## src/rtl/pwbPkg.sv

```systemverilog
package pwbPkg;

  typedef enum logic [1:0] {
    ST_IDLE    = 2'd0,
    ST_COLLECT = 2'd1,
    ST_BUSY    = 2'd2
  } pwbState_t;

  typedef struct packed {
    logic load;   // capture start address, clear valid mask
    logic take;   // store one byte, advance in-page offset
    logic drain;  // present one slot to the array port
  } pwbStrobe_t;

endpackage

```

## src/rtl/pwbDatapath.sv

```systemverilog
module pwbDatapath
  import pwbPkg::*;
#(
  parameter int ADDR_W     = 13,
  parameter int DATA_W     = 8,
  parameter int PAGE_BYTES = 32
) (
  input  logic                                clk,
  input  logic                                rstN,
  input  pwbStrobe_t                          strb,
  input  logic [$clog2(PAGE_BYTES)-1:0]       drainIdx,
  input  logic [ADDR_W-1:0]                   startAddr,
  input  logic [DATA_W-1:0]                   byteData,
  output logic                                anyValid,
  output logic [ADDR_W-1:0]                   ptrAddr,
  output logic                                memWe,
  output logic [ADDR_W-1:0]                   memAddr,
  output logic [DATA_W-1:0]                   memData
);

  localparam int OFF_W  = $clog2(PAGE_BYTES);
  localparam int PAGE_W = ADDR_W - OFF_W;

  logic [PAGE_W-1:0]     pageReg;
  logic [OFF_W-1:0]      offReg;
  logic [PAGE_BYTES-1:0] validMask;
  logic [DATA_W-1:0]     bufMem [PAGE_BYTES];

  // pointer: page bits are loaded once, only offset bits move
  always_ff @(posedge clk or negedge rstN) begin
    if (!rstN) begin
      pageReg <= '0;
      offReg  <= '0;
    end else if (strb.load) begin
      pageReg <= startAddr[ADDR_W-1:OFF_W];
      offReg  <= startAddr[OFF_W-1:0];
    end else if (strb.take) begin
      offReg  <= offReg + 1'b1;
    end
  end

  // one lane per page slot: data byte plus its valid flag
  for (genvar g = 0; g < PAGE_BYTES; g++) begin : gLane
    logic hit;
    assign hit = strb.take && (offReg == OFF_W'(g));

    always_ff @(posedge clk) begin
      if (hit) bufMem[g] <= byteData;
    end

    always_ff @(posedge clk or negedge rstN) begin
      if (!rstN)          validMask[g] <= 1'b0;
      else if (strb.load) validMask[g] <= 1'b0;
      else if (hit)       validMask[g] <= 1'b1;
    end
  end

  assign anyValid = |validMask;
  assign ptrAddr  = {pageReg, offReg};

  always_comb begin
    memWe   = strb.drain && validMask[drainIdx];
    memAddr = {pageReg, drainIdx};
    memData = bufMem[drainIdx];
  end

  // a stored byte never moves the page and marks its slot valid
  p_page_fixed_r2: assert property (@(posedge clk) disable iff (!rstN)
    strb.take |=> ($stable(pageReg) && validMask[$past(offReg)]));

  // loading clears the mask
  p_load_clears_r1: assert property (@(posedge clk) disable iff (!rstN)
    strb.load |=> !anyValid);

endmodule

```

## src/rtl/pwbControl.sv

```systemverilog
module pwbControl
  import pwbPkg::*;
#(
  parameter int PAGE_BYTES = 32,
  parameter int CYCLE_CLKS = 250000
) (
  input  logic                          clk,
  input  logic                          rstN,
  input  logic                          startValid,
  input  logic                          byteValid,
  input  logic                          stopPulse,
  input  logic                          abortPulse,
  input  logic                          wpPin,
  input  logic                          anyValid,
  output pwbStrobe_t                    strb,
  output logic [$clog2(PAGE_BYTES)-1:0] drainIdx,
  output logic                          busy
);

  localparam int OFF_W = $clog2(PAGE_BYTES);
  localparam int CNT_W = $clog2(CYCLE_CLKS + 1);
  localparam logic [CNT_W-1:0] LAST_CNT = CNT_W'(CYCLE_CLKS - 1);

  pwbState_t        state, stateNext;
  logic [CNT_W-1:0] cnt;
  logic             commitNow;

  assign commitNow = (state == ST_COLLECT) && stopPulse && !abortPulse
                     && anyValid && !wpPin;

  always_comb begin
    strb.load  = (state == ST_IDLE) && startValid;
    strb.take  = (state == ST_COLLECT) && byteValid && !stopPulse && !abortPulse;
    strb.drain = (state == ST_BUSY) && (32'(cnt) < PAGE_BYTES);
    drainIdx   = cnt[OFF_W-1:0];
  end

  always_comb begin
    stateNext = state;
    unique case (state)
      ST_IDLE:    if (startValid) stateNext = ST_COLLECT;
      ST_COLLECT: begin
        if (abortPulse)     stateNext = ST_IDLE;
        else if (stopPulse) stateNext = commitNow ? ST_BUSY : ST_IDLE;
      end
      ST_BUSY:    if (cnt == LAST_CNT) stateNext = ST_IDLE;
      default:    stateNext = ST_IDLE;
    endcase
  end

  always_ff @(posedge clk or negedge rstN) begin
    if (!rstN) begin
      state <= ST_IDLE;
      cnt   <= '0;
    end else begin
      state <= stateNext;
      if (state == ST_BUSY && cnt != LAST_CNT) cnt <= cnt + 1'b1;
      else                                     cnt <= '0;
    end
  end

  assign busy = (state == ST_BUSY);

  // busy holds until the timer has run its full length
  p_busy_hold_r4: assert property (@(posedge clk) disable iff (!rstN)
    (busy && cnt != LAST_CNT) |=> busy);

  // protect high at STOP never starts a cycle
  p_wp_blocks_r6: assert property (@(posedge clk) disable iff (!rstN)
    ((state == ST_COLLECT) && stopPulse && wpPin) |=> !busy);

  // STOP with an empty page never starts a cycle
  p_empty_stop_r8: assert property (@(posedge clk) disable iff (!rstN)
    ((state == ST_COLLECT) && stopPulse && !anyValid) |=> !busy);

  // once started, protect changes cannot end the cycle early
  p_wp_ignored_r7: assert property (@(posedge clk) disable iff (!rstN)
    (busy && !$stable(wpPin) && cnt != LAST_CNT) |=> busy);

endmodule

```

## src/rtl/pageWriteBuffer.sv

```systemverilog
module pageWriteBuffer
  import pwbPkg::*;
#(
  parameter int ADDR_W     = 13,
  parameter int DATA_W     = 8,
  parameter int PAGE_BYTES = 32,
  parameter int CYCLE_CLKS = 250000
) (
  input  logic              clk,
  input  logic              rstN,
  input  logic              startValid,
  input  logic [ADDR_W-1:0] startAddr,
  input  logic              byteValid,
  input  logic [DATA_W-1:0] byteData,
  input  logic              stopPulse,
  input  logic              abortPulse,
  input  logic              wpPin,
  output logic              busy,
  output logic              memWe,
  output logic [ADDR_W-1:0] memAddr,
  output logic [DATA_W-1:0] memData,
  output logic [ADDR_W-1:0] ptrAddr
);

  localparam int OFF_W = $clog2(PAGE_BYTES);

  pwbStrobe_t       strb;
  logic [OFF_W-1:0] drainIdx;
  logic             anyValid;

  pwbControl #(
    .PAGE_BYTES (PAGE_BYTES),
    .CYCLE_CLKS (CYCLE_CLKS)
  ) uCtl (
    .clk        (clk),
    .rstN       (rstN),
    .startValid (startValid),
    .byteValid  (byteValid),
    .stopPulse  (stopPulse),
    .abortPulse (abortPulse),
    .wpPin      (wpPin),
    .anyValid   (anyValid),
    .strb       (strb),
    .drainIdx   (drainIdx),
    .busy       (busy)
  );

  pwbDatapath #(
    .ADDR_W     (ADDR_W),
    .DATA_W     (DATA_W),
    .PAGE_BYTES (PAGE_BYTES)
  ) uDp (
    .clk       (clk),
    .rstN      (rstN),
    .strb      (strb),
    .drainIdx  (drainIdx),
    .startAddr (startAddr),
    .byteData  (byteData),
    .anyValid  (anyValid),
    .ptrAddr   (ptrAddr),
    .memWe     (memWe),
    .memAddr   (memAddr),
    .memData   (memData)
  );

  // the array port only fires inside the write cycle
  p_we_only_busy_r10: assert property (@(posedge clk) disable iff (!rstN)
    memWe |-> busy);

  // the pointer is frozen while the cycle runs
  p_ptr_frozen_r9: assert property (@(posedge clk) disable iff (!rstN)
    busy |=> $stable(ptrAddr));

endmodule

```

## config.mk

```make
export PLATFORM = sky130hd
export DESIGN_NAME = pageWriteBuffer
export DESIGN_NICKNAME = d
export VERILOG_FILES = /design/src/rtl/pwbPkg.sv /design/src/rtl/pwbDatapath.sv /design/src/rtl/pwbControl.sv /design/src/rtl/pageWriteBuffer.sv
export SDC_FILE = /design/constraint.sdc
export NUM_CORES = 1
export LEC_CHECK = 0
export BUFFER_PORTS_ARGS = -buffer_cell sky130_fd_sc_hd__buf_2
export CELL_PAD_IN_SITES_DETAIL_PLACEMENT = 1
export CELL_PAD_IN_SITES_GLOBAL_PLACEMENT = 2
export CORE_MARGIN = 4
export CORE_UTILIZATION = 45
export CTS_CLUSTER_DIAMETER = 80
export DETAILED_ROUTE_END_ITERATION = 7
export GPL_TIMING_DRIVEN = 0
export PLACE_DENSITY_LB_ADDON = 0.25
export SYNTH_ARGS = -nofsm -noshare
export SYNTH_HDL_FRONTEND = slang
export SYNTH_HIERARCHICAL = 1
export SYNTH_SLANG_ARGS = --single-unit
```

## constraint.sdc

```tcl
create_clock -name clk -period 7.8 [get_ports clk]
set_input_delay 1.95 -clock clk [delete_from_list [all_inputs] [get_ports clk]]
set_output_delay 1.95 -clock clk [all_outputs]
set_load 0.05 [all_outputs]
```

==> results of run 1 <==
## sequential cells by signal, indices dropped and copies added (netlist names)
name	cells
uCtl/cnt	18
uCtl/state	2
uDp/bufMem	256
uDp/offReg	5
uDp/pageReg	8
uDp/validMask	32
## layer usage
metal / wire, um / GRT usage / up-vias
met4: 664 / 0.0547 / 0
met5: 0 / 0 / -
met1: 13900 / 0.294 / 3869
met3: 1910 / 0.0382 / 45
met2: 16300 / 0.355 / 248
li1: - / - / 3008
## power by group through the flow
stage / sequential (mW) / combinational (mW) / clock [mW]
floorplan: 1.99 / 0.160 / 0
global placement: 1.93 / 0.324 / 0
detailed placement: 1.94 / 0.335 / 0
CTS: 1.90 / 0.336 / 1.63
global route: 1.91 / 0.356 / 1.72
finish: 1.90 / 0.333 / 1.60
## cell usage after synthesis
master,count
a21oi_1,8
nor3_1,11
nor3b_1,2
nor2_1,87
and2_1,10
edfxtp_1,256
a211oi_1,1
buf_6,2
mux4_2,87
nand2_1,16
buf_4,24
xnor2_1,16
buf_2,4
o221a_2,1
o21ba_2,3
nand3b_1,3
a31oi_1,1
buf_1,7
o31ai_1,1
nor2b_1,3
or2_2,2
nand4_2,1
xor2_1,2
nor4_1,16
nand2b_1,6
dfrtp_1,65
o21bai_1,1
mux2_2,21
mux2i_1,3
o21ai_0,7
o41ai_4,1
nand3_1,7
or3_1,2
inv_1,7
ha_1,7
and3_1,7
clkbuf_1,11
nand4_1,7
o22ai_1,1
## how the worst min path moves through the flow
stage / startpoint / to / cells after the start
6_report: uDp/validMask[18] / uDp/validMask[18] / 2
5_1_grt: uDp/validMask[4] / uDp/validMask[4] / 1
4_1_cts: uDp/validMask[3] / uDp/validMask[3] / 2
3_5_place_dp: uDp/validMask[27] / uDp/validMask[27] / 2
3_3_place_gp: uCtl/cnt[0] / uCtl/cnt[0] / 1
2_1_floorplan: uCtl/cnt[0] / uCtl/cnt[0] / 1
## metrics by stage
step / instance area (um2) / instances / setup WS [ps]
after floorplan: 13100 / 717 / 3100
after global placement: 13900 / 1164 / 2530
after detailed placement: 14000 / 1169 / 2750
after CTS: 15100 / 1231 / 2200
after global routing: 15100 / 1231 / 2130
final: 15100 / 1231 / 2220
## cells by family (layout without fill, tap and decap cells)
family	Yosys count	after routing	share of synthesized area
AOI/OAI and AO/OA	25	25	0.0136
xor gates and xnor gates	18	18	0.0120
adders and majority gates	7	7	0.00667
buffers and inverters	55	185	0.0241
DFF	321	321	0.709
muxes	111	111	0.169
and+or+nand+nor	180	180	0.0653
## critical path: stages (launching register included)
cell	delay (ps)
dfrtp_1	390
buf_4	130
buf_2	310
buf_1	750
mux4_2	470
mux4_2	530
mux2_2	310
buf_2	220
## layout make-up
class                      instances  area, um2
clock buffer                      42        945
timing repair buffer              68        374
tap                              384        480
clock inverter                    20        170
inverter                           7       26.3
multi-input combinational        341       3540
sequential                       321       9310
fill                            2665      13600
buffer                            48        290
==> flow_metrics.py, run 1 <==
metrics = {
    "routing": {
        "drc": 0,
        "dr_total_vias": 7170,
        "routed_wl_um": 32700,
        "viasPerCell": 5.82,
        "ant_nets": 0,
        "wl_per_cell_um": 26.6,
        "drtPass1Iterations": 5,
        "drt_iter0_markers": 616,
    },
    "floorplanning": {
        "dieArea_mm2": 0.0320,
        "start_util": 0.457,
        "rows": 62,
        "core_mm2": 0.0288,
        "die_h_um": 179,
        "die_w_um": 179,
        "ios": 64,
    },
    "cells_and_area": {
        "fin_util": 0.526,
        "mostFrequentLayoutCells": "256 x edfxtp_1, 87 x nor2_1, 87 x mux4_2",
        "area_growth_pct": 15.2,
        "final_common_cell": "edfxtp_1",
        "final_layout_size_suffix_gt1_frac": 0.315,
        "antenna_cells": 0,
        "layout.nets": 857,
    },
    "synthesis": {
        "yosysTopAreaCellShare": 0.585,
        "synth_cells": 717,
        "yosys-top-cells-area": "edfxtp_1 59%, mux4_2 15%, dfrtp_1 12%",
        "yosysTopAreaCell": "edfxtp_1",
        "synth_warnings": 6,
        "synth_fp_nets": 752,
        "yosysSeqAreaShare": 0.709,
        "netlist_area_mm2": 0.0131,
        "avgSynthCellArea_um2": 18.3,
        "synth-seq-cells": 321,
        "ys_types": 39,
    },
    "sta": {
        "min_period_ps": 5580,
        "fin_tns_setup_ps": 0,
        "setup_violations": 0,
        "finalHoldViolations": 0,
        "fin_hold_ws_ps": 532,
        "finClkSkew_ps": 9.40,
        "slew_viol_final": 0,
        "rsz0062_at_grt": "no",
        "worstMarginPinSlew_ps": 1220,
        "fin_crit_sh": 0.715,
        "slew_headroom": 0.185,
        "fmax_mhz": 179,
    },
    "global_route": {
        "antenna_found_initial": 0,
        "grt_max_degree": 66,
        "grtUsageTotal": 0.213,
        "grt_pass1_wl_um": 49800,
        "first_global_vias": 7971,
        "overflow": 0,
    },
    "setup_path": {
        "critPathLaunch": "uCtl/cnt[1]",
        "start_kind": "register",
        "endpoint": "memData[4]",
        "cp-end-kind": "output pin",
        "rrSetupSlack_ps": 4510,
        "critPathMaxFanout": 10,
        "path_class": "reg2out",
        "worst-r2r-cell-count": 6,
        "arrival_ps": 3630,
        "r2r_start": "uCtl/state[1]",
        "worstPathRequired_ps": 5850,
        "rr_endpoint": "uDp/bufMem[6][1]",
    },
    "cts": {
        "cts_max_level": 2,
        "numCtsBuffers": 35,
        "postCtsResizedCells": 0,
        "clock_latency_ps": 500,
        "cts-hold-fix-buffers": 0,
        "cts.sinks": 321,
        "cts_tree": "built",
        "cts_root_buffer": "clkbuf_16",
        "cts.reportedPaths.clkPinSlew_ps": 60,
        "clock_path_buffers": 3,
        "cts_setup_buffers": 0,
    },
    "power": {
        "p_per_area_mw_per_mm2": 253,
        "max-vdd-ir-drop_uv": 211,
        "p_leak_nw": 5.13,
        "total_power_mw": 3.83,
        "p_sw_mw": 0.904,
        "swShare": 0.236,
        "pwr-share-comb": 0.087,
        "p_seq_frac": 0.496,
        "internal-power_mw": 2.93,
        "clkPwrFrac": 0.417,
    },
    "min_path": {
        "worstHoldPathType": "reg2reg",
    },
    "place": {
        "numPortBuffers": 63,
        "place.gp.congestion": 0.799,
        "hpwl_um": 21900,
    },
    "run_status": {
        "status": "finished, final reports clean",
    },
    "flow_run": {
        "drv_cap": 0,
    },
}
Power figures use the tool's default switching activity.
==> run 2: changes to the inputs <==
--- a/config.mk
+++ b/config.mk
@@ -5,11 +5,12 @@
 export SDC_FILE = /design/constraint.sdc
 export NUM_CORES = 1
 export LEC_CHECK = 0
+export ABC_AREA = 1
 export BUFFER_PORTS_ARGS = -buffer_cell sky130_fd_sc_hd__buf_2
 export CELL_PAD_IN_SITES_DETAIL_PLACEMENT = 1
 export CELL_PAD_IN_SITES_GLOBAL_PLACEMENT = 2
 export CORE_MARGIN = 4
-export CORE_UTILIZATION = 45
+export CORE_UTILIZATION = 36
 export CTS_CLUSTER_DIAMETER = 80
 export DETAILED_ROUTE_END_ITERATION = 7
 export GPL_TIMING_DRIVEN = 0
==> constraint.sdc (replaced) <==
create_clock -name clk -period 5 [get_ports clk]
set_input_delay 1.25 -clock clk [delete_from_list [all_inputs] [get_ports clk]]
set_output_delay 1.25 -clock clk [all_outputs]
set_load 0.05 [all_outputs]
==> flow_metrics.py, run 2 <==
metrics = {
    "cts": {
        "cts.reportedPaths.clkPinSlew_ps": 60,
        "cts.sinks": 321,
        "cts_tree": "built",
        "cts_setup_buffers": 0,
        "numCtsBuffers": 38,
        "clock_path_buffers": 3,
        "cts-hold-fix-buffers": 0,
        "postCtsResizedCells": 0,
        "cts_max_level": 2,
        "clock_latency_ps": 540,
        "cts_root_buffer": "clkbuf_16",
    },
    "power": {
        "total_power_mw": 6.04,
        "p_leak_nw": 6.26,
        "p_per_area_mw_per_mm2": 376,
        "max-vdd-ir-drop_uv": 251,
    },
    "cells_and_area": {
        "final_common_cell": "nand2_1",
        "design_area_mm2": 0.0161,
        "fin_util": 0.423,
        "final_layout_size_suffix_gt1_frac": 0.126,
        "top_register": "uDp/bufMem",
        "top_regs": "uDp/bufMem (256), uDp/validMask (32), uCtl/cnt (18)",
        "area_growth_pct": 15.0,
        "mostFrequentLayoutCells": "430 x nand2_1, 256 x edfxtp_1, 242 x nand3_1",
        "antenna_cells": 0,
        "largest_reg_flops": 256,
        "fin_cells": 2010,
        "layout.nets": 1506,
    },
    "synthesis": {
        "yosysTopAreaCell": "edfxtp_1",
        "synth_warnings": 6,
        "synth_top_family_by_area": "simple AND/OR/NAND/NOR gates",
        "yosysSeqAreaShare": 0.666,
        "yosys-top-cells-area": "edfxtp_1 55%, dfrtp_1 12%, nand2_1 12%",
        "synth_compound_area_frac": 0.00814,
        "netlist_area_mm2": 0.0140,
        "synth.mux.area_fraction": 0,
        "yosysMostFrequentCell": "nand2_1",
        "synth_xor_area_frac": 0.00751,
        "ys_top_cells_by_count": "430 x nand2_1, 256 x edfxtp_1, 242 x nand3_1",
        "ys_types": 37,
        "synth-seq-cells": 321,
        "synth_ff_type": "edfxtp_1",
        "synth_fa_ha_area_frac": 0.00626,
        "synth_edf_count": 256,
        "synth-simple-area-share": 0.262,
        "synth_cells": 1368,
        "yosysTopAreaCellShare": 0.549,
        "synthArstFlopShare": 0.202,
        "synth_fp_nets": 1403,
        "avgSynthCellArea_um2": 10.2,
    },
    "global_route": {
        "grt_pass1_wl_um": 66700,
        "first_global_vias": 10608,
        "grt_max_degree": 66,
        "antenna_found_initial": 0,
        "overflow": 0,
        "grtUsageTotal": 0.213,
    },
    "routing": {
        "dr_total_vias": 10282,
        "drtPass1Iterations": 5,
        "viasPerCell": 5.12,
        "ant_nets": 0,
        "routed_wl_um": 44400,
        "wl_per_cell_um": 22.1,
        "drt_iter0_markers": 765,
        "drc": 0,
    },
    "sta": {
        "fin_tns_setup_ps": 0,
        "min_period_ps": 4330,
        "slew_headroom": 0.0265,
        "worstMarginPinSlew_ps": 1450,
        "fin_crit_sh": 0.867,
        "setup_violations": 0,
        "fin_hold_ws_ps": 508,
        "fmax_mhz": 231,
        "rsz0062_at_grt": "no",
        "fin_ws_ps": 666,
        "finalHoldViolations": 0,
        "finClkSkew_ps": 23.2,
        "slew_viol_final": 0,
    },
    "setup_path": {
        "rr_endpoint": "uDp/bufMem[29][0]",
        "worst-r2r-cell-count": 6,
        "worstPathCellList": "buf_4 > buf_2 > buf_1 > nand3_1 > nand3_1 > nand2_1 > nand2_1 > nand3_1 > and2_1 > buf_2",
        "path_class": "reg2out",
        "rrSetupSlack_ps": 2000,
        "worstPathRequired_ps": 3750,
        "cp-end-kind": "output pin",
        "r2r_start": "uCtl/state[1]",
        "slowest_delay_ps": 600,
        "critPathMostFrequentCell": "nand3_1",
        "critPathMaxFanout": 10,
        "cpMaxStageDelayCell": "buf_1",
        "arrival_ps": 3080,
        "start_kind": "register",
    },
    "place": {
        "place_ws_ps": 1010,
        "numPortBuffers": 63,
        "hpwl_um": 30200,
        "dpl_cell_area_mm2": 0.0149,
        "dpl.cell_count": 1942,
        "place.gp.congestion": 0.831,
    },
    "floorplanning": {
        "die_w_um": 205,
        "ios": 64,
        "start_util": 0.368,
        "rows": 71,
        "core_mm2": 0.0380,
        "dieArea_mm2": 0.0421,
        "die_h_um": 205,
    },
    "flow_run": {
        "drv_cap": 0,
    },
    "min_path": {
        "min_path_cells": 2,
        "worstHoldPathType": "reg2reg",
        "min_to": "uDp/pageReg[7]",
        "min-delay-start": "uDp/pageReg[7]",
    },
    "run_status": {
        "status": "finished, final reports clean",
    },
}
run 2: kinds of logic after synthesis:
family / Yosys count
buf+inv: 139
xor+xnor: 12
fa+ha+maj: 7
flops: 321
simple gates: 872
compound gates: 17
run 2: routing by layer:
layer,share of wire,vias up,global-route usage
met5,0,-,0
met4,0.016,0,0.0445
met2,0.47,231,0.344
met1,0.47,5214,0.310
li1,-,4788,-
met3,0.048,49,0.0296
run 2: cell type report:
type                            instances  area [um2]
Buffer                                 84         497
Clock buffer                           52        1010
Clock inverter                         16         123
Fill cell                            4318       21900
Inverter                               55         209
Multi-Input combinational cell        908        3980
Sequential cell                       321        9310
Tap cell                              511         639
Timing Repair Buffer                   63         318
run 2: how the worst max path moves through the flow:
stage,startpoint,to,slack [ps]
2_1_floorplan,uCtl/cnt[0],memWe,1690
3_3_place_gp,abortPulse,uDp/bufMem[0][1],1130
3_5_place_dp,abortPulse,uDp/bufMem[23][2],1010
4_1_cts,uCtl/cnt[2],memData[5],620
5_1_grt,uCtl/cnt[1],memData[4],510
6_report,uCtl/cnt[1],memData[5],670
run 2: worst max-delay path: cells and delay by family (launching register included):
family | cells | cell delay, ps
buffers and inverters | 4 | 1210
DFF | 1 | 390
and+or+nand+nor | 6 | 930
run 2: power by group:
part | switching [mW] | internal (mW)
logic | 0.405 | 0.127
clock network | 1.07 | 1.48
registers | 0.0366 | 2.93
==> run 3: changes to the inputs <==
--- a/config.mk
+++ b/config.mk
@@ -15,6 +15,7 @@
 export DETAILED_ROUTE_END_ITERATION = 7
 export GPL_TIMING_DRIVEN = 0
 export PLACE_DENSITY_LB_ADDON = 0.25
+export SKIP_LAST_GASP = 1
 export SYNTH_ARGS = -nofsm -noshare
 export SYNTH_HDL_FRONTEND = slang
 export SYNTH_HIERARCHICAL = 1
==> constraint.sdc (replaced) <==
create_clock -name clk -period 5 [get_ports clk]
set_input_delay 0 -clock clk [delete_from_list [all_inputs] [get_ports clk]]
set_output_delay 0 -clock clk [all_outputs]
set_load 0.05 [all_outputs]
==> flow_metrics.py, run 3 (synthesized netlist as in run 2, its figures left out) <==
metrics = {
    "place": {
        "place.gp.congestion": 0.831,
        "numPortBuffers": 63,
        "hpwl_um": 30200,
        "dpl.cell_count": 1942,
    },
    "global_route": {
        "grt.busiest_layer": "met2",
        "grt_max_degree": 66,
        "use_met3": 0.0283,
        "antenna_found_initial": 0,
        "first_global_vias": 10693,
        "gr-usage-met2": 0.348,
        "grt_pass1_wl_um": 67200,
        "overflow": 0,
        "met1_usage": 0.311,
        "grtUsageTotal": 0.214,
    },
    "run_status": {
        "status": "finished, final reports clean",
    },
    "min_path": {
        "worstHoldPathType": "in2reg",
    },
    "setup_path": {
        "critPathMaxFanout": 10,
        "start_kind": "register",
        "path_delay_family": "buffers and inverters",
        "cpMaxStageDelayCell": "buf_1",
        "cp-end-kind": "output pin",
        "critPathBufInv": 4,
        "worstPathCellList": "buf_4 > buf_2 > buf_1 > nand3_1 > nand3_1 > nand2_1 > nand2_1 > nand3_1 > and2_1 > buf_2",
        "critPathMostFrequentCell": "nand3_1",
        "path_class": "reg2out",
        "worstPathRequired_ps": 5000,
        "slowest_delay_ps": 620,
        "arrival_ps": 3110,
    },
    "cells_and_area": {
        "fin_util": 0.428,
        "top_regs": "uDp/bufMem (256), uDp/validMask (32), uCtl/cnt (18)",
        "final_layout_size_suffix_gt1_frac": 0.124,
        "antenna_cells": 0,
        "area_growth_pct": 16.4,
        "layout.nets": 1526,
        "largest_reg_flops": 256,
        "mostFrequentLayoutCells": "430 x nand2_1, 256 x edfxtp_1, 242 x nand3_1",
        "final_common_cell": "nand2_1",
        "top_register": "uDp/bufMem",
        "fin_cells": 2030,
    },
    "floorplanning": {
        "dieArea_mm2": 0.0421,
        "rows": 71,
        "ios": 64,
        "start_util": 0.368,
        "die_w_um": 205,
        "core_mm2": 0.0380,
        "die_h_um": 205,
    },
    "cts": {
        "postCtsResizedCells": 0,
        "cts.sinks": 321,
        "cts_tree": "built",
        "cts-hold-fix-buffers": 20,
        "clock_latency_ps": 540,
        "cts_max_level": 2,
        "cts_setup_buffers": 0,
        "numCtsBuffers": 38,
        "cts.reportedPaths.clkPinSlew_ps": 60,
        "cts_root_buffer": "clkbuf_16",
        "clock_path_buffers": 3,
    },
    "routing": {
        "drt_iter0_markers": 674,
        "wl_per_cell_um": 22.0,
        "viasPerCell": 5.09,
        "ant_nets": 0,
        "drtPass1Iterations": 5,
        "dr_total_vias": 10332,
        "routed_wl_um": 44600,
        "drc": 0,
    },
    "flow_run": {
        "drv_cap": 0,
    },
    "power": {
        "total_power_mw": 6.06,
        "p_leak_nw": 6.34,
        "p_per_area_mw_per_mm2": 372,
        "max-vdd-ir-drop_uv": 252,
    },
    "sta": {
        "finClkSkew_ps": 20.2,
        "rsz0062_at_grt": "no",
        "fin_hold_ws_ps": 23.2,
        "slew_headroom": 0.0915,
        "fin_crit_sh": 0.622,
        "slew_viol_final": 0,
        "finalHoldViolations": 0,
        "min_period_ps": 3110,
        "worstMarginPinSlew_ps": 1360,
        "fin_tns_setup_ps": 0,
        "setup_violations": 0,
        "fmax_mhz": 321,
    },
}
run 3: cell count changes in the layout (fill, tap and decap cells not counted), sizes merged:
cell	delta
dlygate4sd3	+20
run 3: worst paths after layout:
path	startpoint	to	slack (ps)	cells after the start
max	uCtl/cnt[1]	memData[5]	1890	10
min	byteValid	uDp/offReg[0]	20	7
max reg2reg	uCtl/state[1]	uDp/bufMem[1][0]	2030	8
min reg2reg	uDp/pageReg[7]	uDp/pageReg[7]	510	2
max in group asynchronous	rstN	uDp/validMask[15]	4300	2
min in group asynchronous	rstN	uCtl/state[1]	120	2
run 3: per-stage QoR:
step           instance area [um2]  worst slack (ps)
6_report                     16300              1890
5_1_grt                      16300              1750
4_1_cts                      16300              1870
3_5_place_dp                 14900              1940
3_3_place_gp                 14900              2050
2_1_floorplan                14000              2940
run 3: worst reg2reg max path, delay by kind of cell, from the launching register on:
| kind | cells | cell delay (ps) |
|---|---|---|
| flip-flops | 1 | 390 |
| AND/OR/NAND/NOR | 5 | 1740 |
| buffers and inverters | 3 | 450 |
run 3: area by class of cell:
type / count / area, um2
tap: 511 / 639
clock buffer: 52 / 1010
clock inverter: 16 / 123
sequential: 321 / 9310
buffer: 84 / 497
inverter: 55 / 209
timing repair buffer: 83 / 518
fill: 4309 / 21700
multi-input combinational: 908 / 3980
run 3: power by group:
| part | internal [mW] | switching (mW) | leakage (nW) | total [mW] |
|---|---|---|---|---|
| Clock | 1.48 | 1.07 | 0.559 | 2.55 |
| Combinational | 0.140 | 0.408 | 2.60 | 0.548 |
| Sequential | 2.93 | 0.0372 | 3.19 | 2.96 |
| Total | 4.54 | 1.52 | 6.34 | 6.06 |
run 3: layer usage:
metal | wire length [um] | vias to the layer above
li1 | - | 4827
met1 | 20800 | 5239
met2 | 21100 | 216
met3 | 1990 | 50
met4 | 751 | 0
met5 | 0 | -
